### src/rtl/ready_list_pkg.sv
package ready_list_pkg;

  typedef enum logic {
    MAP_SCALED = 1'b0,
    MAP_DIRECT = 1'b1
  } map_mode_e;

endpackage

### src/rtl/ready_list_prio_map.sv
module ready_list_prio_map #(
  parameter int PRIO_W = 7,
  parameter int QW     = 5
) (
  input  logic [PRIO_W-1:0] prio,
  input  logic              direct,
  output logic [QW-1:0]     qidx
);
  import ready_list_pkg::*;

  function automatic logic [QW-1:0] band_of(input logic [PRIO_W-1:0] p,
                                            input map_mode_e m);
    if (m == MAP_DIRECT) return p[QW-1:0];
    return p[PRIO_W-1 -: QW];
  endfunction

  assign qidx = band_of(prio, map_mode_e'(direct));

endmodule

### src/rtl/ready_list_ffs.sv
module ready_list_ffs #(
  parameter int W  = 32,
  parameter int IW = 5
) (
  input  logic [W-1:0]  vec,
  output logic [IW-1:0] idx,
  output logic          any
);

  function automatic logic [IW-1:0] first_set(input logic [W-1:0] v);
    logic [IW-1:0] r;
    r = '0;
    for (int i = W - 1; i >= 0; i--) begin
      if (v[i]) r = IW'(i);
    end
    return r;
  endfunction

  assign idx = first_set(vec);
  assign any = |vec;

endmodule

### src/rtl/ready_list.sv
module ready_list #(
  parameter int NQ     = 32,
  parameter int PRIO_W = 7,
  parameter int ID_W   = 8,
  parameter int NTASK  = 64
) (
  input  logic              clk,
  input  logic              rst_n,
  input  logic              enq_valid,
  input  logic [ID_W-1:0]   enq_id,
  input  logic [PRIO_W-1:0] enq_prio,
  input  logic              enq_direct,
  input  logic              deq_req,
  output logic              deq_valid,
  output logic [ID_W-1:0]   deq_id,
  output logic              deq_none,
  output logic              enq_drop,
  output logic              full,
  output logic [NQ-1:0]     occ
);

  localparam int QW = $clog2(NQ);
  localparam int PW = $clog2(NTASK);
  localparam int CW = $clog2(NTASK + 1);

  // queue and storage state
  logic [PW-1:0]   head [NQ];
  logic [PW-1:0]   tail [NQ];
  logic [PW-1:0]   nxt  [NTASK];
  logic [ID_W-1:0] idmem[NTASK];
  logic [PW-1:0]   free_head;
  logic [CW-1:0]   used;

  // named internal events
  logic [QW-1:0] enq_qidx;
  logic          enq_ok;
  logic [PW-1:0] alloc;
  logic [NQ-1:0] occ_post;
  logic [QW-1:0] sel_q;
  logic          sel_any;
  logic          deq_go;
  logic          pass_thru;
  logic [PW-1:0] pop_slot;
  logic [PW-1:0] pop_next;
  logic          pop_drains;
  logic          enq_same_q;

  ready_list_prio_map #(.PRIO_W(PRIO_W), .QW(QW)) u_map (
    .prio   (enq_prio),
    .direct (enq_direct),
    .qidx   (enq_qidx)
  );

  assign full     = (used == CW'(NTASK));
  assign enq_ok   = enq_valid && !full;
  assign alloc    = free_head;
  assign occ_post = occ | (enq_ok ? (NQ'(1) << enq_qidx) : '0);

  ready_list_ffs #(.W(NQ), .IW(QW)) u_ffs (
    .vec (occ_post),
    .idx (sel_q),
    .any (sel_any)
  );

  assign deq_go     = deq_req && sel_any;
  assign enq_same_q = enq_ok && (enq_qidx == sel_q);
  assign pass_thru  = deq_go && enq_same_q && !occ[sel_q];
  assign pop_slot   = head[sel_q];
  assign pop_next   = (enq_same_q && pop_slot == tail[sel_q]) ? alloc : nxt[pop_slot];
  assign pop_drains = (pop_slot == tail[sel_q]) && !enq_same_q;

  // ID payload storage, no reset needed
  always_ff @(posedge clk) begin
    if (enq_ok) idmem[alloc] <= enq_id;
  end

  always_ff @(posedge clk or negedge rst_n) begin
    if (!rst_n) begin
      occ       <= '0;
      free_head <= '0;
      used      <= '0;
      for (int i = 0; i < NQ; i++) begin
        head[i] <= '0;
        tail[i] <= '0;
      end
      for (int i = 0; i < NTASK; i++) nxt[i] <= PW'((i + 1) % NTASK);
    end else begin
      used <= used + CW'(enq_ok) - CW'(deq_go);
      // enqueue first
      if (enq_ok) begin
        if (occ[enq_qidx]) nxt[tail[enq_qidx]] <= alloc;
        else               head[enq_qidx]      <= alloc;
        tail[enq_qidx] <= alloc;
        occ[enq_qidx]  <= 1'b1;
      end
      // then dequeue
      if (pass_thru) begin
        occ[sel_q] <= 1'b0;
      end else if (deq_go) begin
        if (pop_drains) occ[sel_q]  <= 1'b0;
        else            head[sel_q] <= pop_next;
        nxt[pop_slot] <= enq_ok ? nxt[alloc] : free_head;
        free_head     <= pop_slot;
      end else if (enq_ok) begin
        free_head <= nxt[alloc];
      end
    end
  end

  always_ff @(posedge clk or negedge rst_n) begin
    if (!rst_n) begin
      deq_valid <= 1'b0;
      deq_id    <= '0;
      deq_none  <= 1'b0;
      enq_drop  <= 1'b0;
    end else begin
      deq_valid <= deq_go;
      deq_none  <= deq_req && !sel_any;
      enq_drop  <= enq_valid && !enq_ok;
      if (deq_go) deq_id <= pass_thru ? enq_id : idmem[pop_slot];
    end
  end

endmodule

### config.mk
export PLATFORM = sky130hd
export DESIGN_NAME = ready_list
export DESIGN_NICKNAME = d
export VERILOG_FILES = /design/src/rtl/ready_list_pkg.sv /design/src/rtl/ready_list_prio_map.sv /design/src/rtl/ready_list_ffs.sv /design/src/rtl/ready_list.sv
export SDC_FILE = /design/constraint.sdc
export NUM_CORES = 2
export LEC_CHECK = 0
export BUFFER_PORTS_ARGS = -buffer_cell sky130_fd_sc_hd__buf_2
export CAP_MARGIN = 20
export CORE_UTILIZATION = 65
export CTS_BUF_LIST = sky130_fd_sc_hd__clkbuf_8
export DETAILED_ROUTE_END_ITERATION = 12
export GPL_TIMING_DRIVEN = 0
export PLACE_DENSITY = 0.92
export SYNTH_ARGS = -nofsm -noshare
export SYNTH_HDL_FRONTEND = slang
export SYNTH_SLANG_ARGS = --single-unit
### constraint.sdc
create_clock -name clk -period 6.2 [get_ports clk]
set_input_delay 1.24 -clock clk [delete_from_list [all_inputs] [get_ports clk]]
set_output_delay 1.24 -clock clk [all_outputs]
set_load 0.01 [all_outputs]
==> flow_summary_export.csv, run 1 <==
group,metric,value,unit
global_routing,grt_pass1_wl,639000,um
clock_network,cts_made_buffers,210,
floorplanning,die_w,331,um
status,status,"stopped before the end",
clock_network,clockBufferDepth,3,
global_routing,grt_overflow_total,45,
floorplanning,initial_core_util,65.6,%
synth,synth-main-ff-cell,"dfrtp_1",
placement,gp_congestion,1.30,
placement,dp_cells,8949,
synth,synthTopCellsByCount,"nand2_1 (1317), nor2_1 (659), dfrtp_1 (632), a21oi_1 (546), edfxtp_1 (512)",
synth,yosysMostFrequentCell,"nand2_1",
clock_network,cts.sinks,1336,
synth,ys_ff_latch,1336,
synth,synth_edf_count,512,
status,stop_error,"[ERROR GRT-0116] Global routing finished with congestion. Check the congestion regions in the DRC Viewer.",
synth,syn-instance-count,7408,
status,haltStage,"global routing (5_1_grt)",
synth,netlist_area,70400,sq um
floorplanning,pin_count,64,
clock_network,h-tree-depth,4,
synth,ys_warn_count,0,
placement,place_hpwl,274000,um
synth,ys_seq_area_share,51.5,%
floorplanning,num_rows,120,
floorplanning,die_y,331,um
synth,syn_area_per_cell,9.50,sq um
synth,async_flop_share,61.7,%
global_routing,track_usage,82.6,%
clock_network,root_buffer,"clkbuf_8",
synth,synth_area_leader_cell,"dfrtp_1",
placement,numPortBuffers,63,
synth,synth_fp_nets,7438,
synth,synth_cell_types,120,
global_routing,grt_max_degree,118,
synth,synthTopCellsByArea,"dfrtp_1 (22%), edfxtp_1 (22%), dfstp_2 (7.2%)",
global_routing,grt_pass1_vias,81500,
synth,netlist.area_leader.share,22.5,%
==> logic make-up after synthesis <==
| group | Yosys count | share of synthesized area, % |
|---|---|---|
| flops | 1336 | 51.5 |
| buf+inv | 668 | 4.05 |
| mux | 430 | 6.35 |
| xor+xnor | 10 | 0.135 |
| fa+ha+maj | 10 | 0.188 |
| compound gates | 2098 | 19.8 |
| simple gates | 2856 | 18.0 |
==> stage by stage <==
stage               util [%]  hold WS (ns)  cell area, sq um  setup WS [ns]  TNS [ns]
CTS                     77.5         0.293             83100        0.00290         0
detailed placement      68.7         0.498             73600          -4.49  -2545.98
global placement        67.6         0.488             72400         -13.82         -
floorplan                  -         0.463             70400         0.0732         0
==> per-layer routing <==
metal / overflow / track usage, %
met2: 16 / 92.5
met5: 1 / 54.3
met3: 4 / 73.5
met4: 23 / 77.5
met1: 1 / 84.6
==> repair_timing <==
item                                    in CTS
hold endpoints to repair                     0
hold buffers                                 0
gates cloned                                 6
resized for setup                          969
pin swaps                                  106
endpoints found under the setup margin    1059
buffers inserted                           148
==> run 2: changes to the inputs <==
Settings changed: CORE_UTILIZATION 65 to 40, CTS_BUF_LIST sky130_fd_sc_hd__clkbuf_8 to unset, PLACE_DENSITY 0.92 to unset, PLACE_DENSITY_LB_ADDON set to 0.15.
==> run 2 against run 1 <==
  * The flow now finishes, with violations (negative setup slack)
  * Synthesized cell count unchanged
  * Synthesized area stayed put
==> flow_summary_export.csv, run 2 <==
group,metric,value,unit
status,status,"finished with violations",
status,violations,"negative setup slack",
routing,first_pass_iters,7,
routing,vias_per_cell,7.16,
synth,synth_cell_types,120,
synth,synthTopCellsByArea,"dfrtp_1 (22%), edfxtp_1 (22%), dfstp_2 (7.2%)",
synth,synthTopCellsByCount,"nand2_1 (1317), nor2_1 (659), dfrtp_1 (632), a21oi_1 (546), edfxtp_1 (512)",
floorplanning,dieArea,178000,sq um
worst_setup_path,ff2ff_path_depth,18,
finish,drive_above_1_share,25.3,%
synth,syn_area_per_cell,9.50,sq um
global_routing,antenna_found_initial,58,
synth,yosysMostFrequentCell,"nand2_1",
synth,ys_ff_latch,1336,
placement,dp_slack,-5.73,ns
clock_network,clock_latency,0.88,ns
synth,async_flop_share,61.7,%
flow_run,cap_viol_max_count,0,
timing,fmax,145,MHz
worst_setup_path,ff2ff_setup_slack,-0.68,ns
synth,ys_seq_area_share,51.5,%
synth,synth-main-ff-cell,"dfrtp_1",
placement,numPortBuffers,63,
timing,slew_viol_final,0,
worst_setup_path,slowest_delay,0.59,ns
global_routing,grt_pass1_vias,68500,
timing,hold_viol_final,0,
finish,final_common_cell,"nand2_1",
timing,finalWorstSetupSlack,-0.681,ns
min_path,hp-class,"primary input to asynchronous set/reset pin",
worst_setup_path,cp.required,6.96,ns
floorplanning,initial_core_util,40.4,%
clock_network,h-tree-depth,4,
routing,drc_errors,0,
timing,worstMarginPinSlew,1.39,ns
routing,drtIter0Drc,14000,
timing,min_period,6.88,ns
routing,wire_per_inst,44.9,um
timing,finClkSkew,0.0701,ns
global_routing,track_usage,51.7,%
clock_network,cts.hold.buffers_added,0,
synth,synth_edf_count,512,
finish,fin_nets,8163,
timing,hold_ws,0.382,ns
synth,netlist.area_leader.share,22.5,%
floorplanning,num_rows,153,
worst_setup_path,slowest_stage,"dfrtp_1",
synth,synth_fp_nets,7438,
floorplanning,die_w,421,um
finish,largest_reg_flops,512,
finish,postLayoutCellArea,91400,sq um
clock_network,cts_made_buffers,157,
timing,period_share,111,%
worst_setup_path,end_kind,"register",
routing,vias,76100,
routing,antenna_left,0,
worst_setup_path,r2r-start,"alloc[1]",
worst_setup_path,r2r_end,"nxt[298]",
global_routing,grt_overflow_total,0,
routing,drt_wl_total,478000,um
finish,fin_cells,10600,
synth,syn-instance-count,7408,
timing,relSlewSlack,7.03,%
clock_network,root_buffer,"clkbuf_16",
worst_setup_path,arrival,7.64,ns
worst_setup_path,path_class,"register to register",
timing,rsz0062_at_grt,"true",
global_routing,grt_pass1_wl,620000,um
synth,synth_area_leader_cell,"dfrtp_1",
worst_setup_path,critical_path.startpoint_type,"register",
placement,place_hpwl,345000,um
clock_network,clk_pin_slew,0.06,ns
finish,largestRegisters,"idmem x512, nxt x384",
clock_network,clockBufferDepth,3,
worst_setup_path,crit_chain,"clkinv_4 > nor3_4 > clkbuf_1 > buf_8 > clkbuf_2 > buf_4 > buf_4 > a22oi_1 > nand4_1 > nand3_1 > o21ai_0 > a21oi_1 > a31oi_2 > clkbuf_1 > buf_8 > clkbuf_2 > nor2_1 > a21oi_1",
floorplanning,die_y,421,um
floorplanning,core_area,174000,sq um
floorplanning,pin_count,64,
worst_setup_path,cp_max_fo,10,
synth,netlist_area,70400,sq um
timing,setup_viol,619,
clock_network,cts.sinks,1336,
placement,place_area,76100,sq um
finish,top_register,"idmem",
placement,dp_cells,9944,
finish,syn_to_final_growth,30.0,%
clock_network,cts_tree,"done",
placement,gp_congestion,1.11,
global_routing,grt_max_degree,110,
finish,mostFrequentLayoutCells,"nand2_1 (1283), dfrtp_1 (630), nor2_1 (582), edfxtp_1 (512), a21oi_1 (511)",
synth,ys_warn_count,0,
-- run 2: through the flow --
stage	TNS [ns]	utilization [%]
5_1_grt	-138.01	52.4
6_report	-226.75	52.5
3_5_place_dp	-3229.63	43.7
2_1_floorplan	0	-
3_3_place_gp	-	42.2
4_1_cts	-40.42	50.5
-- run 2: repair_timing --
action / CTS / global route
setup buffers: 216 / 147
gates cloned: 5 / 8
resized for setup: 1122 / 403
pin swaps: 129 / 115
endpoints found under the hold margin: 0 / 0
setup endpoints to repair: 1078 / 625
-- run 2: cell families after synthesis --
| family | Yosys count | share of synthesized area [%] |
|---|---|---|
| adder cells (fa/ha/maj) | 10 | 0.188 |
| AO/OA/AOI/OAI | 2098 | 19.8 |
| AND/OR/NAND/NOR | 2856 | 18.0 |
| flip-flops | 1336 | 51.5 |
| buffers and inverters | 668 | 4.05 |
| XOR/XNOR | 10 | 0.135 |
| multiplexers | 430 | 6.35 |
-- run 2: final cells by class --
type,count,area [sq um]
Clock buffer,213,4450
Timing Repair Buffer,588,6650
Fill cell,15800,82800
Buffer,602,4870
Clock inverter,77,960
Tap cell,2325,2910
Sequential cell,1336,36200
Multi-Input combinational cell,5404,35000
Antenna cell,44,110
Inverter,44,186
-- run 2: worst max-delay path by stage --
stage	from	endpoint	slack, ns	depth (start not counted)
6_report	alloc[1]	nxt[298]	-0.68	18
5_1_grt	used[4]	head[176]	-0.47	31
4_1_cts	used[4]	head[142]	-0.28	29
3_5_place_dp	enq_direct	head[134]	-5.73	23
3_3_place_gp	rst_n	nxt[145]	-15.54	1
2_1_floorplan	enq_direct	head[180]	0.07	22
-- run 2: worst max-delay path, delay by kind of cell, from the launching register on --
kind | cells | cell delay (ns)
flip-flops | 1 | 0.59
AND/OR/NAND/NOR | 4 | 1.10
buffers and inverters | 9 | 3.89
AO/OA/AOI/OAI | 5 | 1.11
-- run 2: layer usage --
| metal | track usage, % | part of all wire [%] | wire (um) |
|---|---|---|---|
| met5 | 2.47 | 0.33 | 1570 |
| met4 | 30.6 | 7.7 | 37000 |
| met3 | 27.6 | 17 | 82500 |
| met2 | 67.5 | 38 | 180000 |
| met1 | 66.3 | 37 | 177000 |
Power of run 2 is left out: the tool's default activity adds up to more than one toggle a clock period on the data nets, which glitch-free logic cannot reach.
